**config.mk**
```make
export PLATFORM = sky130hd
export DESIGN_NAME = pe_gate_ctrl
export DESIGN_NICKNAME = d
export VERILOG_FILES = /design/src/rtl/pe_gate_pkg.sv /design/src/rtl/pe_pressure_track.sv /design/src/rtl/pe_pick.sv /design/src/rtl/pe_gate_ctrl.sv
export SDC_FILE = /design/constraint.sdc
export NUM_CORES = 1
export LEC_CHECK = 0
export CORE_MARGIN = 5
export CORE_UTILIZATION = 54
export DETAILED_ROUTE_END_ITERATION = 6
export PLACE_DENSITY = 0.79
export SLEW_MARGIN = 20
export SYNTH_ARGS = -nofsm -noshare
export SYNTH_HDL_FRONTEND = slang
export SYNTH_SLANG_ARGS = --single-unit
```
**constraint.sdc**
```tcl
create_clock -name clk -period 6.5 [get_ports clk]
set_clock_uncertainty 0.05 [all_clocks]
set_input_delay 1.3 -clock clk [delete_from_list [all_inputs] [get_ports clk]]
set_output_delay 1.3 -clock clk [all_outputs]
set_load 0.005 [all_outputs]
```
**src/rtl/pe_gate_pkg.sv**
```systemverilog
package pe_gate_pkg;
  // Kind of controller event decided in one sample
  typedef enum logic [1:0] {
    EV_NONE = 2'd0,
    EV_WAKE = 2'd1,
    EV_SHUT = 2'd2
  } pe_event_e;
endpackage

```
**src/rtl/pe_pressure_track.sv**
```systemverilog
module pe_pressure_track
  import pe_gate_pkg::*;
#(
  parameter int QLEN_W   = 6,
  parameter int CNT_W    = 6,
  parameter int THR_INIT = 8
) (
  input  logic              clk,
  input  logic              rst_n,
  input  logic              sample_i,
  input  logic [QLEN_W-1:0] qlen_i,
  input  logic              buf_full_i,
  input  logic [QLEN_W-1:0] qlen_limit_i,
  input  logic [CNT_W-1:0]  step_i,
  input  logic [CNT_W-1:0]  thr_min_i,
  input  logic [CNT_W-1:0]  thr_max_i,
  input  logic              shut_ok_i,
  output pe_event_e         event_o
);
  localparam logic [CNT_W-1:0] CNT_TOP = {CNT_W{1'b1}};

  logic [CNT_W-1:0] cnt_q, thr_q;
  logic [CNT_W-1:0] cnt_inc;
  logic             hit, over, wake_ev, shut_ev;

  function automatic logic [CNT_W-1:0] sat_inc(input logic [CNT_W-1:0] c, input logic en);
    return (en && c != CNT_TOP) ? c + 1'b1 : c;
  endfunction

  function automatic logic [CNT_W-1:0] thr_raise(input logic [CNT_W-1:0] t,
                                                 input logic [CNT_W-1:0] s,
                                                 input logic [CNT_W-1:0] hi);
    logic [CNT_W:0] sum;
    sum = {1'b0, t} + {1'b0, s};
    return (sum > {1'b0, hi}) ? hi : sum[CNT_W-1:0];
  endfunction

  function automatic logic [CNT_W-1:0] thr_lower(input logic [CNT_W-1:0] t,
                                                 input logic [CNT_W-1:0] s,
                                                 input logic [CNT_W-1:0] lo);
    logic [CNT_W:0] floor_sum;
    floor_sum = {1'b0, lo} + {1'b0, s};
    return ({1'b0, t} < floor_sum) ? lo : t - s;
  endfunction

  assign hit     = qlen_i > qlen_limit_i;
  assign cnt_inc = sat_inc(cnt_q, hit);
  assign over    = cnt_inc > thr_q;
  assign wake_ev = sample_i && buf_full_i;
  assign shut_ev = sample_i && !buf_full_i && over && shut_ok_i;
  assign event_o = wake_ev ? EV_WAKE : (shut_ev ? EV_SHUT : EV_NONE);

  always_ff @(posedge clk or negedge rst_n) begin
    if (!rst_n) begin
      cnt_q <= '0;
      thr_q <= CNT_W'(THR_INIT);
    end else if (wake_ev) begin
      cnt_q <= '0;
      thr_q <= thr_raise(thr_q, step_i, thr_max_i);
    end else if (shut_ev) begin
      cnt_q <= '0;
      thr_q <= thr_lower(thr_q, step_i, thr_min_i);
    end else if (sample_i) begin
      cnt_q <= cnt_inc;
    end
  end

  AST_WAKE_PRIO: assert property (@(posedge clk) disable iff (!rst_n)
    wake_ev |-> !shut_ev);
  AST_CNT_CLEAR: assert property (@(posedge clk) disable iff (!rst_n)
    (wake_ev || shut_ev) |=> cnt_q == '0);
  AST_THR_UP: assert property (@(posedge clk) disable iff (!rst_n)
    wake_ev |=> (thr_q >= $past(thr_q)) || (thr_q == $past(thr_max_i)));
  AST_THR_DOWN: assert property (@(posedge clk) disable iff (!rst_n)
    shut_ev |=> (thr_q <= $past(thr_q)) || (thr_q == $past(thr_min_i)));
  AST_CNT_MONO: assert property (@(posedge clk) disable iff (!rst_n)
    (sample_i && !wake_ev && !shut_ev) |=> cnt_q >= $past(cnt_q));
endmodule

```
**src/rtl/pe_pick.sv**
```systemverilog
module pe_pick #(
  parameter int NUM_PE   = 8,
  parameter int PE_IDX_W = $clog2(NUM_PE),
  parameter int ONES_W   = $clog2(NUM_PE + 1)
) (
  input  logic [NUM_PE-1:0]   mask_i,
  output logic [PE_IDX_W-1:0] lo_off_o,
  output logic                lo_off_vld_o,
  output logic [PE_IDX_W-1:0] hi_on_o,
  output logic [ONES_W-1:0]   ones_o
);
  always_comb begin
    lo_off_o     = '0;
    lo_off_vld_o = 1'b0;
    for (int i = NUM_PE - 1; i >= 0; i--) begin
      if (!mask_i[i]) begin
        lo_off_o     = PE_IDX_W'(i);
        lo_off_vld_o = 1'b1;
      end
    end
  end

  always_comb begin
    hi_on_o = '0;
    ones_o  = '0;
    for (int i = 0; i < NUM_PE; i++) begin
      if (mask_i[i]) begin
        hi_on_o = PE_IDX_W'(i);
        ones_o  = ones_o + 1'b1;
      end
    end
  end
endmodule

```
**src/rtl/pe_gate_ctrl.sv**
```systemverilog
module pe_gate_ctrl
  import pe_gate_pkg::*;
#(
  parameter int NUM_PE   = 8,
  parameter int QLEN_W   = 6,
  parameter int CNT_W    = 6,
  parameter int THR_INIT = 8,
  parameter int PE_IDX_W = $clog2(NUM_PE)
) (
  input  logic                clk,
  input  logic                rst_n,
  input  logic                sample_i,
  input  logic [QLEN_W-1:0]   qlen_i,
  input  logic                buf_full_i,
  input  logic [QLEN_W-1:0]   qlen_limit_i,
  input  logic [CNT_W-1:0]    step_i,
  input  logic [CNT_W-1:0]    thr_min_i,
  input  logic [CNT_W-1:0]    thr_max_i,
  input  logic                drain_done_i,
  output logic [NUM_PE-1:0]   pe_en_o,
  output logic                drain_req_o,
  output logic [PE_IDX_W-1:0] drain_pe_o
);
  localparam int ONES_W = $clog2(NUM_PE + 1);

  logic [NUM_PE-1:0]   en_q, en_d;
  logic                drain_q, drain_d;
  logic [PE_IDX_W-1:0] drain_idx_q, drain_idx_d;
  logic [PE_IDX_W-1:0] lo_off, hi_on;
  logic                lo_off_vld;
  logic [ONES_W-1:0]   ones;
  logic                shut_ok, drain_ack;
  pe_event_e           ev;

  pe_pick #(.NUM_PE(NUM_PE), .PE_IDX_W(PE_IDX_W), .ONES_W(ONES_W)) pick_i (
    .mask_i       (en_q),
    .lo_off_o     (lo_off),
    .lo_off_vld_o (lo_off_vld),
    .hi_on_o      (hi_on),
    .ones_o       (ones)
  );

  assign shut_ok   = !drain_q && (ones >= ONES_W'(2));
  assign drain_ack = drain_q && drain_done_i;

  pe_pressure_track #(.QLEN_W(QLEN_W), .CNT_W(CNT_W), .THR_INIT(THR_INIT)) press_i (
    .clk          (clk),
    .rst_n        (rst_n),
    .sample_i     (sample_i),
    .qlen_i       (qlen_i),
    .buf_full_i   (buf_full_i),
    .qlen_limit_i (qlen_limit_i),
    .step_i       (step_i),
    .thr_min_i    (thr_min_i),
    .thr_max_i    (thr_max_i),
    .shut_ok_i    (shut_ok),
    .event_o      (ev)
  );

  always_comb begin
    en_d        = en_q;
    drain_d     = drain_q;
    drain_idx_d = drain_idx_q;
    if (drain_ack) begin
      en_d[drain_idx_q] = 1'b0;
      drain_d           = 1'b0;
    end
    if (ev == EV_WAKE && lo_off_vld) en_d[lo_off] = 1'b1;
    if (ev == EV_SHUT) begin
      drain_d     = 1'b1;
      drain_idx_d = hi_on;
    end
  end

  always_ff @(posedge clk or negedge rst_n) begin
    if (!rst_n) begin
      en_q        <= '1;
      drain_q     <= 1'b0;
      drain_idx_q <= '0;
    end else begin
      en_q        <= en_d;
      drain_q     <= drain_d;
      drain_idx_q <= drain_idx_d;
    end
  end

  assign pe_en_o     = en_q;
  assign drain_req_o = drain_q;
  assign drain_pe_o  = drain_idx_q;

  AST_ONE_ALIVE: assert property (@(posedge clk) disable iff (!rst_n)
    en_q != '0);
  AST_DRAIN_HELD: assert property (@(posedge clk) disable iff (!rst_n)
    drain_q |-> en_q[drain_idx_q]);
  AST_NO_SILENT_GATE: assert property (@(posedge clk) disable iff (!rst_n)
    !drain_ack |=> $countones(en_q) >= $countones($past(en_q)));
  AST_ONE_DRAIN: assert property (@(posedge clk) disable iff (!rst_n)
    (drain_q && !drain_done_i) |=> drain_q && $stable(drain_idx_q));
  AST_STRAY_ACK: assert property (@(posedge clk) disable iff (!rst_n)
    (!drain_q && ev != EV_SHUT) |=> !drain_q);
endmodule

```
==> impl_metrics.csv, run 1 <==
group,metric,value,unit
setup_path,critical_path_peak_fanout,15,
min_path,timing.hold.worst.class,"reg2reg",
setup_path,cp-start-kind,"flop",
global_routing,grtUsageTotal,0.201,
cells_and_area,final_net_count,512,
setup_path,cp_data_arrival_time,5.61,ns
synthesis,synthArstFlopShare,1.00,
global_routing,grt_antenna_before_repair,0,
floorplanning,floorplan.core_area,0.00589,mm^2
sta,slew_violations,0,
global_routing,grt-ovfl-total,0,
sta,fin_worst_hold_slack,0.511,ns
clocking,cts_num_sinks,24,
job,timing.max_cap.violations,0,
power,switchingPower,992,uW
sta,grt_setup_unrepaired,"no",
clocking,cts_buffer_depth,2,
power,seqPwrFrac,0.162,
power,p_int,1080,uW
global_routing,grt_start_max_net_pins,25,
cells_and_area,fill_cells,524,
floorplanning,die-height,87.7,um
setup_path,timing_worst_setup_path_type,"reg2reg",
setup_path,timing.critical_path.required,6.59,ns
sta,slew_headroom,0.576,
route,drt-pass1-iter-count,5,
route,via_per_inst,5.71,
clocking,clock_tree.htree_level_count,1,
synthesis,post_synth_num_cell_types,67,
clocking,post_cts.resized_instances,0,
synthesis,synth_enable_flop_cells,0,
floorplanning,dieArea,0.00770,mm^2
clocking,path_clk_slew,0.09,ns
route,drt-initial-drc-count,98,
power,pwr-share-clk,0.049,
clocking,worst_skew_pair_latency,0.27,ns
global_routing,grt_first_pass_wirelength,12.7,mm
power,p_leak,0.00179,uW
cells_and_area,insertedDiodeCount,0,
floorplanning,pin_count,47,
floorplanning,initial_core_util,0.554,
floorplanning,placementRows,28,
place,gp_congestion,0.843,
global_routing,grt_pass1_vias,2930,
sta,timing.final.crit_share,0.849,
route,total_wire_length_after_detailed_routing,7.51,mm
sta,setup-tns-final,0,ns
sta,timing.fmax,0.181,GHz
sta,fin_crit,5.52,ns
place,port_buffers,46,
place,placed_cell_area,0.00376,mm^2
synthesis,flip_flop_and_latch_count_after_synthesis,24,
power,vdd_ir_drop_max,0.544,mV
route,via_count,2846,
clocking,cts_tree,"done",
synthesis,yosys_warnings,0,
run_status,result_of_the_run,"complete, no violations",
synthesis,synth_cells,385,
clocking,post_cts.repair.setup_buffers,0,
cells_and_area,post_route_cells_drive_above_1_share,0.0875,
sta,final-setup-viol-count,0,
floorplanning,die_w,87.7,um
route,remaining_antenna_violation_count,0,
place,hpwl,6.23,mm
cells_and_area,areaGrowthSynthToFinish,16.8,%
synthesis,avgSynthCellArea,8.48,um^2
cells_and_area,most_frequent_standard_cell_in_the_layout_excluding_fill_and_tap_cells,"ha_1",
synthesis,synth_top_flop_cell,"dfrtp_1",
clocking,tritoncts.num_buffers,3,
synthesis,synth_sequential_area_ratio,0.188,
synthesis,synth_area,0.00326,mm^2
power,power.share.combinational,0.788,
sta,tightestPinTransition,0.633,ns
setup_path,setup.worst_path.end_class,"flop",
route,drc,0,
clocking,cts_root_buf,"clkbuf_8",
cells_and_area,layout_common_cells,"50 x ha_1, 48 x inv_1, 46 x clkdlybuf4s50_1",
power,power.density_cell_area,544,mW/mm^2
cells_and_area,post-route-cell-area,0.00381,mm^2
power,sw_frac_of_total,0.478,
sta,timing.final.hold_violations,0,
clocking,ctsHoldBuffers,0,
route,avgRoutedWirePerCell,15.1,um
synthesis,syn-num-nets,473,
[through the flow]
stage	utilization	power, uW	setup WS (ns)	std cells
3_3_place_gp	0.638	1900	1.22	494
3_5_place_dp	0.638	1970	1.01	494
2_1_floorplan	-	1610	1.77	385
5_1_grt	0.648	2280	0.610	498
6_report	0.648	2070	0.980	498
4_1_cts	0.648	2080	0.996	498
[path summary, 6_finish.rpt]
kind                       depth (start not counted)             start  slack [ns]          endpoint
max                                               22        pe_en_o[0]        0.98  press_i.cnt_q[3]
min                                                2  press_i.thr_q[3]        0.51  press_i.thr_q[3]
max reg2reg                                       22        pe_en_o[0]        0.98  press_i.cnt_q[3]
min reg2reg                                        2  press_i.thr_q[3]        0.51  press_i.thr_q[3]
max in group asynchronous                          2             rst_n        4.75        pe_en_o[0]
min in group asynchronous                          2             rst_n        1.35       drain_req_o
[routing by layer]
metal  vias up  wire length (um)  track usage
met1      1318              3430        0.251
met2        69              3680        0.364
met5         -                 0            0
li1       1447                 -            -
met4         0                98       0.0474
met3        12               308       0.0292
[area by class of cell]
class / instances / area, um^2 / area share
clock buffer: 4 / 55.1 / 0.0144
inverter: 49 / 184 / 0.0483
multi-input combinational: 298 / 2390 / 0.627
sequential: 24 / 612 / 0.161
tap: 75 / 93.8 / 0.0246
timing repair buffer: 48 / 475 / 0.125
[worst max-delay path, cell delays in order, from the launching register on]
cell and delay (ns):
dfstp_2 0.61, inv_1 0.10, ha_1 0.39, xor2_1 0.30
ha_1 0.32, nor2b_1 0.19, o21ai_0 0.13, o31ai_1 0.12
xor2_1 0.24, a21oi_1 0.12, nor2_1 0.10, a21oi_1 0.05
ha_1 0.30, nand2_1 0.09, o311ai_1 0.13, ha_1 0.24
xor2_1 0.16, xnor3_1 0.19, o32a_1 0.20, and2b_2 0.27
a211oi_4 0.59, or2_1 0.38, o22ai_2 0.13
[kinds of logic (layout without fill, tap and decap cells)]
family / after synthesis / in the layout / share of synthesized area
xor gates and xnor gates: 31 / 31 / 0.101
DFF: 24 / 24 / 0.188
buffers and inverters: 63 / 101 / 0.0798
AOI/OAI and AO/OA: 109 / 109 / 0.244
muxes: 9 / 9 / 0.0280
and+or+nand+nor: 96 / 96 / 0.150
adders and majority gates: 53 / 53 / 0.210
[power by group through the flow]
stage          combinational (uW)  sequential, uW  clock [uW]
3_5_place_dp                 1630             337           0
6_report                     1640             336         102
2_1_floorplan                1330             277           0
5_1_grt                      1820             351         110
4_1_cts                      1640             335         105
3_3_place_gp                 1560             333           0
[synthesized netlist by cell type (4+ instances only)]
master     n  share of area
o21ai_0   19          0.029
inv_1     48          0.055
nand2b_1   5         0.0096
xnor2_1   18          0.048
a21o_1     5          0.012
nand4_1    8          0.015
mux2i_1    8          0.025
o21bai_1   7          0.016
xor2_1     8          0.021
o211ai_1   4         0.0092
o22ai_2    6          0.023
clkbuf_1   6         0.0069
nor2b_1    5         0.0096
nor2_1    17          0.020
nor3_1     5         0.0077
dfstp_2    9          0.072
nand3_1    8          0.012
nand2_1   32          0.037
ha_1      50           0.19
dfrtp_1   15           0.12
a221o_1    5          0.015
a21oi_1   33          0.051
[registers in the layout, summed over array words and instances, names as in the netlist]
register,count
drain_req_o,1
press_i.thr_q,6
drain_pe_o,3
press_i.cnt_q,6
pe_en_o,8
Power figures use the tool's default switching activity.
==> run 2, diff against run 1 <==
==> constraint.sdc (replaced) <==
create_clock -name clk -period 5.2 [get_ports clk]
set_clock_uncertainty 0.05 [all_clocks]
set_input_delay 1.04 -clock clk [delete_from_list [all_inputs] [get_ports clk]]
set_output_delay 1.04 -clock clk [all_outputs]
set_load 0.005 [all_outputs]
==> run 2 against run 1 <==
  * Cell area is 1.3% higher
  * Final cell count is 0.80% higher
  * Worst hold slack worse by 0.011 ns
  * Highest routed layer unchanged
  * Non-clock buffer count up 4
  * Clock-buffer cell count unchanged
  * Largest power group unchanged
  * Combinational power is 24% higher
  * Critical path type unchanged
  * Power rose by 24%
  * Maximum frequency increased by 15%
  * Critical path depth unchanged
==> impl_metrics.csv, run 2 (synthesis results as in run 1) <==
group,metric,value,unit
run_status,result_of_the_run,"complete, no violations",
route,drc,0,
place,hpwl,5.95,mm
setup_path,setup.worst_path.end_class,"flop",
floorplanning,die_w,87.7,um
sta,slew_violations,0,
sta,slew_headroom,0.595,
route,drt-initial-drc-count,130,
sta,fin_crit,4.82,ns
clocking,tritoncts.num_buffers,3,
global_routing,grt-ovfl-total,0,
place,placed_cell_area,0.00376,mm^2
place,gp_congestion,0.872,
power,p_leak,0.00181,uW
place,port_buffers,46,
cells_and_area,final_net_count,516,
power,p_int,1360,uW
global_routing,grt_start_max_net_pins,25,
route,via_per_inst,5.69,
sta,final-setup-viol-count,0,
min_path,timing.hold.worst.class,"reg2reg",
clocking,clock_tree.htree_level_count,1,
min_path,hold-path-cell-count,2,
place,preCtsSetupSlack,0.161,ns
clocking,cts_buffer_depth,2,
cells_and_area,largest_register_ff_count,8,
floorplanning,dieArea,0.00770,mm^2
cells_and_area,post-route-cell-area,0.00386,mm^2
sta,postLayoutSetupSlackWorst,0.380,ns
route,via_count,2855,
route,avgRoutedWirePerCell,14.8,um
route,remaining_antenna_violation_count,0,
power,pwr-share-clk,0.049,
route,total_wire_length_after_detailed_routing,7.41,mm
global_routing,grt_pass1_vias,2848,
clocking,ctsHoldBuffers,0,
floorplanning,die-height,87.7,um
power,power.share.combinational,0.790,
cells_and_area,insertedDiodeCount,0,
power,vdd_ir_drop_max,0.533,mV
cells_and_area,layout_common_cells,"49 x ha_1, 48 x inv_1, 45 x clkdlybuf4s50_1",
job,timing.max_cap.violations,0,
power,power.density_cell_area,668,mW/mm^2
clocking,path_clk_slew,0.09,ns
sta,timing.final.hold_violations,0,
global_routing,grt_first_pass_wirelength,12.3,mm
sta,timing.fmax,0.207,GHz
floorplanning,placementRows,28,
sta,tightestPinTransition,0.605,ns
floorplanning,initial_core_util,0.554,
setup_path,timing.critical_path.required,5.31,ns
clocking,cts_root_buf,"clkbuf_8",
clocking,cts_num_sinks,24,
setup_path,r2r_cells,22,
global_routing,grt_antenna_before_repair,0,
floorplanning,pin_count,47,
setup_path,cp_data_arrival_time,4.93,ns
sta,timing.final.crit_share,0.927,
power,seqPwrFrac,0.162,
cells_and_area,areaGrowthSynthToFinish,18.4,%
floorplanning,floorplan.core_area,0.00589,mm^2
power,sw_frac_of_total,0.471,
cells_and_area,most_frequent_standard_cell_in_the_layout_excluding_fill_and_tap_cells,"ha_1",
route,drt-pass1-iter-count,4,
setup_path,cp-start-kind,"flop",
global_routing,grtUsageTotal,0.195,
setup_path,timing_worst_setup_path_type,"reg2reg",
setup_path,critical_path_peak_fanout,6,
clocking,cts_tree,"done",
clocking,worst_skew_pair_latency,0.26,ns
power,switchingPower,1220,uW
cells_and_area,post_route_cells_drive_above_1_share,0.108,
[run 2: cell types whose count changed in the layout (fill, tap and decap cells not counted)]
cell and change:
buf_2 +2, buf_4 +2, buf_6 +1, clkdlybuf4s50_1 -1, ha_1 -1, ha_4 +1
nor2b_1 -1, nor2b_2 +1, or2_1 -1, or2_4 +1, xor2_1 -1, xor2_2 +1
[run 2: per-layer routing]
metal,global-route usage,vias to the layer above,share of wire
met3,0.0301,8,0.059
met2,0.340,84,0.48
li1,-,1455,-
met4,0.0474,0,0.011
met1,0.252,1308,0.45
met5,0,-,0
[run 2: what timing repair did]
action,CTS,global route
resized for setup,0,6
setup buffers,0,3
setup endpoints to repair,0,15
[run 2: worst max-delay path, stage by stage, from the launching register on]
cell      delay [ns]
dfstp_2         0.58
inv_1           0.11
ha_4            0.32
xor2_2          0.20
ha_1            0.30
nor2b_2         0.13
o21ai_0         0.10
o31ai_1         0.11
xor2_1          0.22
a21oi_1         0.11
nor2_1          0.11
a21oi_1         0.05
ha_1            0.29
nand2_1         0.08
o311ai_1        0.14
ha_1            0.24
xor2_1          0.16
xnor3_1         0.20
o32a_1          0.20
and2b_2         0.26
a211oi_4        0.31
nor2_2          0.09
a221o_1         0.35
[run 2: path summary, 6_finish.rpt]
check	start	to	slack, ns
max reg2reg	pe_en_o[0]	press_i.thr_q[0]	0.38
max in group asynchronous	rst_n	pe_en_o[7]	4.01
min	pe_en_o[0]	pe_en_o[0]	0.50
min reg2reg	pe_en_o[0]	pe_en_o[0]	0.50
min in group asynchronous	rst_n	drain_req_o	0.71
max	pe_en_o[0]	press_i.thr_q[0]	0.38
[run 2: stage by stage]
stage / instances / setup TNS, ns / utilization / power [uW] / hold WS (ns)
after global placement: 494 / 0 / 0.638 / 2360 / 0.479
after CTS: 498 / 0 / 0.648 / 2560 / 0.502
after global routing: 502 / -0.00203 / 0.656 / 2830 / 0.539
final: 502 / 0 / 0.656 / 2580 / 0.500
after detailed placement: 494 / 0 / 0.638 / 2420 / 0.488
after floorplan: 385 / 0 / - / 2020 / 0.435
[run 2: layout make-up]
class / count / area, um^2
clock buffer: 4 / 55.1
fill: 499 / 2020
inverter: 49 / 184
multi-input combinational: 298 / 2420
sequential: 24 / 612
tap: 75 / 93.8
timing repair buffer: 52 / 502
[run 2: power groups by stage]
stage          clock network, uW  registers (uW)  logic [uW]
2_1_floorplan                  0             347        1670
3_3_place_gp                   0             417        1940
3_5_place_dp                   0             420        2000
4_1_cts                      129             417        2010
5_1_grt                      136             435        2260
6_report                     126             417        2040
==> run 3, diff against run 2 <==
--- a/config.mk
+++ b/config.mk
@@ -5,10 +5,13 @@
 export SDC_FILE = /design/constraint.sdc
 export NUM_CORES = 1
 export LEC_CHECK = 0
+export ABC_CLOCK_PERIOD_IN_PS = 5200
 export CORE_MARGIN = 5
 export CORE_UTILIZATION = 54
 export DETAILED_ROUTE_END_ITERATION = 6
 export PLACE_DENSITY = 0.79
+export SETUP_SLACK_MARGIN = 0.2
+export SKIP_CTS_REPAIR_TIMING = 1
 export SLEW_MARGIN = 20
 export SYNTH_ARGS = -nofsm -noshare
 export SYNTH_HDL_FRONTEND = slang
==> run 3 against run 2 <==
  * Die area stayed put
  * Sequential cell count stayed put
  * First-iteration DRC count is 5.4% higher
  * Final cell count is 0.20% higher
  * Non-clock buffer count is 1 higher
  * Combinational power is 3% higher
  * Worst hold slack worse by 0.0056 ns
==> impl_metrics.csv, run 3 (synthesis results as in run 1) <==
group,metric,value,unit
global_routing,grtUsageTotal,0.195,
floorplanning,die-height,87.7,um
run_status,result_of_the_run,"complete, no violations",
setup_path,timing.critical_path.slowest_cell_delay,0.59,ns
floorplanning,die_w,87.7,um
cells_and_area,insertedDiodeCount,0,
global_routing,grt_first_pass_wirelength,12.3,mm
sta,fin_worst_hold_slack,0.495,ns
clocking,tritoncts.num_buffers,3,
global_routing,grt-ovfl-total,0,
sta,setup-tns-final,0,ns
route,via_count,2886,
route,drc,0,
global_routing,grt_pass1_vias,2848,
floorplanning,pin_count,47,
clocking,cts_num_sinks,24,
floorplanning,floorplan.core_area,0.00589,mm^2
clocking,path_clk_slew,0.09,ns
global_routing,grt_antenna_before_repair,0,
setup_path,timing.critical_path.required,5.31,ns
clocking,cts_tree,"done",
setup_path,timing_worst_setup_path_type,"reg2reg",
sta,timing.fmax,0.211,GHz
sta,grt_setup_unrepaired,"no",
cells_and_area,areaGrowthSynthToFinish,20.0,%
clocking,worst_skew_pair_latency,0.26,ns
setup_path,setup.worst_path.end_class,"flop",
route,via_per_inst,5.74,
route,drt-initial-drc-count,137,
place,placed_cell_area,0.00376,mm^2
place,gp_congestion,0.872,
power,power.density_cell_area,676,mW/mm^2
sta,timing.final.crit_share,0.910,
setup_path,path_delay_family,"compound AO/OA/AOI/OAI gates",
sta,tightestPinTransition,0.595,ns
place,port_buffers,46,
clocking,cts_root_buf,"clkbuf_8",
route,total_wire_length_after_detailed_routing,7.48,mm
setup_path,cp-start-kind,"flop",
min_path,timing.hold.worst.class,"reg2reg",
route,avgRoutedWirePerCell,14.9,um
clocking,clock_tree.htree_level_count,1,
route,remaining_antenna_violation_count,0,
floorplanning,dieArea,0.00770,mm^2
sta,timing.final.hold_violations,0,
cells_and_area,largest_register_ff_count,8,
cells_and_area,final_net_count,517,
sta,slew_violations,0,
job,timing.max_cap.violations,0,
floorplanning,placementRows,28,
sta,final-setup-viol-count,0,
floorplanning,initial_core_util,0.554,
sta,fin_crit,4.73,ns
cells_and_area,post_route_cells_drive_above_1_share,0.126,
power,p_leak,0.00182,uW
setup_path,worstPathBufferInverterCount,2,
cells_and_area,most_frequent_standard_cell_in_the_layout_excluding_fill_and_tap_cells,"ha_1",
cells_and_area,post-route-cell-area,0.00392,mm^2
setup_path,cp_data_arrival_time,4.84,ns
cells_and_area,layout_common_cells,"47 x ha_1, 46 x inv_1, 45 x clkdlybuf4s50_1",
place,hpwl,5.95,mm
route,drt-pass1-iter-count,4,
setup_path,worst_path_max_delay_cell,"dfstp_2",
clocking,cts_buffer_depth,2,
sta,slew_headroom,0.602,
global_routing,grt_start_max_net_pins,25,
setup_path,worstPathCellList,"inv_2 -> ha_4 -> xor2_4 -> xnor2_1 -> mux2_2 -> ha_1 -> inv_1 -> xnor2_1 -> a21oi_1 -> a21oi_1 -> ha_1 -> nand2_2 -> o311ai_2 -> ha_2 -> xor2_1 -> xnor3_1 -> o32a_1 -> and2b_2 -> a211oi_4 -> nor2_2 -> a221o_1",
setup_path,critical_path_peak_fanout,6,
power,vdd_ir_drop_max,0.551,mV
run 3: per-layer routing:
layer,GRT usage,vias to the layer above,part of all wire
met2,0.340,95,0.48
met1,0.252,1327,0.45
met4,0.0474,0,0.012
met3,0.0301,8,0.062
li1,-,1456,-
met5,0,-,0
run 3: area by class of cell:
class                   instances  area, um^2
multi-input cells             298        2460
fillers                       494        1970
flip-flops and latches         24         612
repair buffers                 53         509
inverters                      49         184
well taps                      75        93.8
clock buffers                   4        55.1
run 3: worst paths after layout:
path	to	slack [ns]	cells after the start	from
max in group asynchronous	pe_en_o[7]	4.01	1	rst_n
setup reg to reg	press_i.thr_q[0]	0.47	21	pe_en_o[0]
hold reg to reg	pe_en_o[0]	0.49	2	pe_en_o[0]
setup / recovery	press_i.thr_q[0]	0.47	21	pe_en_o[0]
min in group asynchronous	drain_req_o	0.71	1	rst_n
hold / removal	pe_en_o[0]	0.49	2	pe_en_o[0]
run 3: where the power goes:
group	internal [uW]	switching [uW]	leakage [uW]	total [uW]
clock network	67.5	59.5	0.0000288	127
registers	272	149	0.000287	421
logic	1060	1040	0.00151	2100
run 3: per-stage QoR:
stage / std cells / setup slack [ns] / power, uW / utilization
detailed placement: 494 / 0.161 / 2420 / 0.638
global route: 503 / 0.175 / 2890 / 0.665
finish: 503 / 0.468 / 2650 / 0.665
floorplan: 385 / 0.467 / 2020 / -
global placement: 494 / 0.329 / 2360 / 0.638
CTS: 498 / 0.149 / 2560 / 0.648
run 3: worst register-to-register path, stage by stage, from the launching register on:
cell and delay (ns):
dfstp_2 0.59, inv_2 0.07, ha_4 0.32, xor2_4 0.20, xnor2_1 0.09, mux2_2 0.28
ha_1 0.29, inv_1 0.06, xnor2_1 0.12, a21oi_1 0.14, a21oi_1 0.08, ha_1 0.32
nand2_2 0.08, o311ai_2 0.12, ha_2 0.21, xor2_1 0.16, xnor3_1 0.19, o32a_1 0.21
and2b_2 0.26, a211oi_4 0.31, nor2_2 0.10, a221o_1 0.35
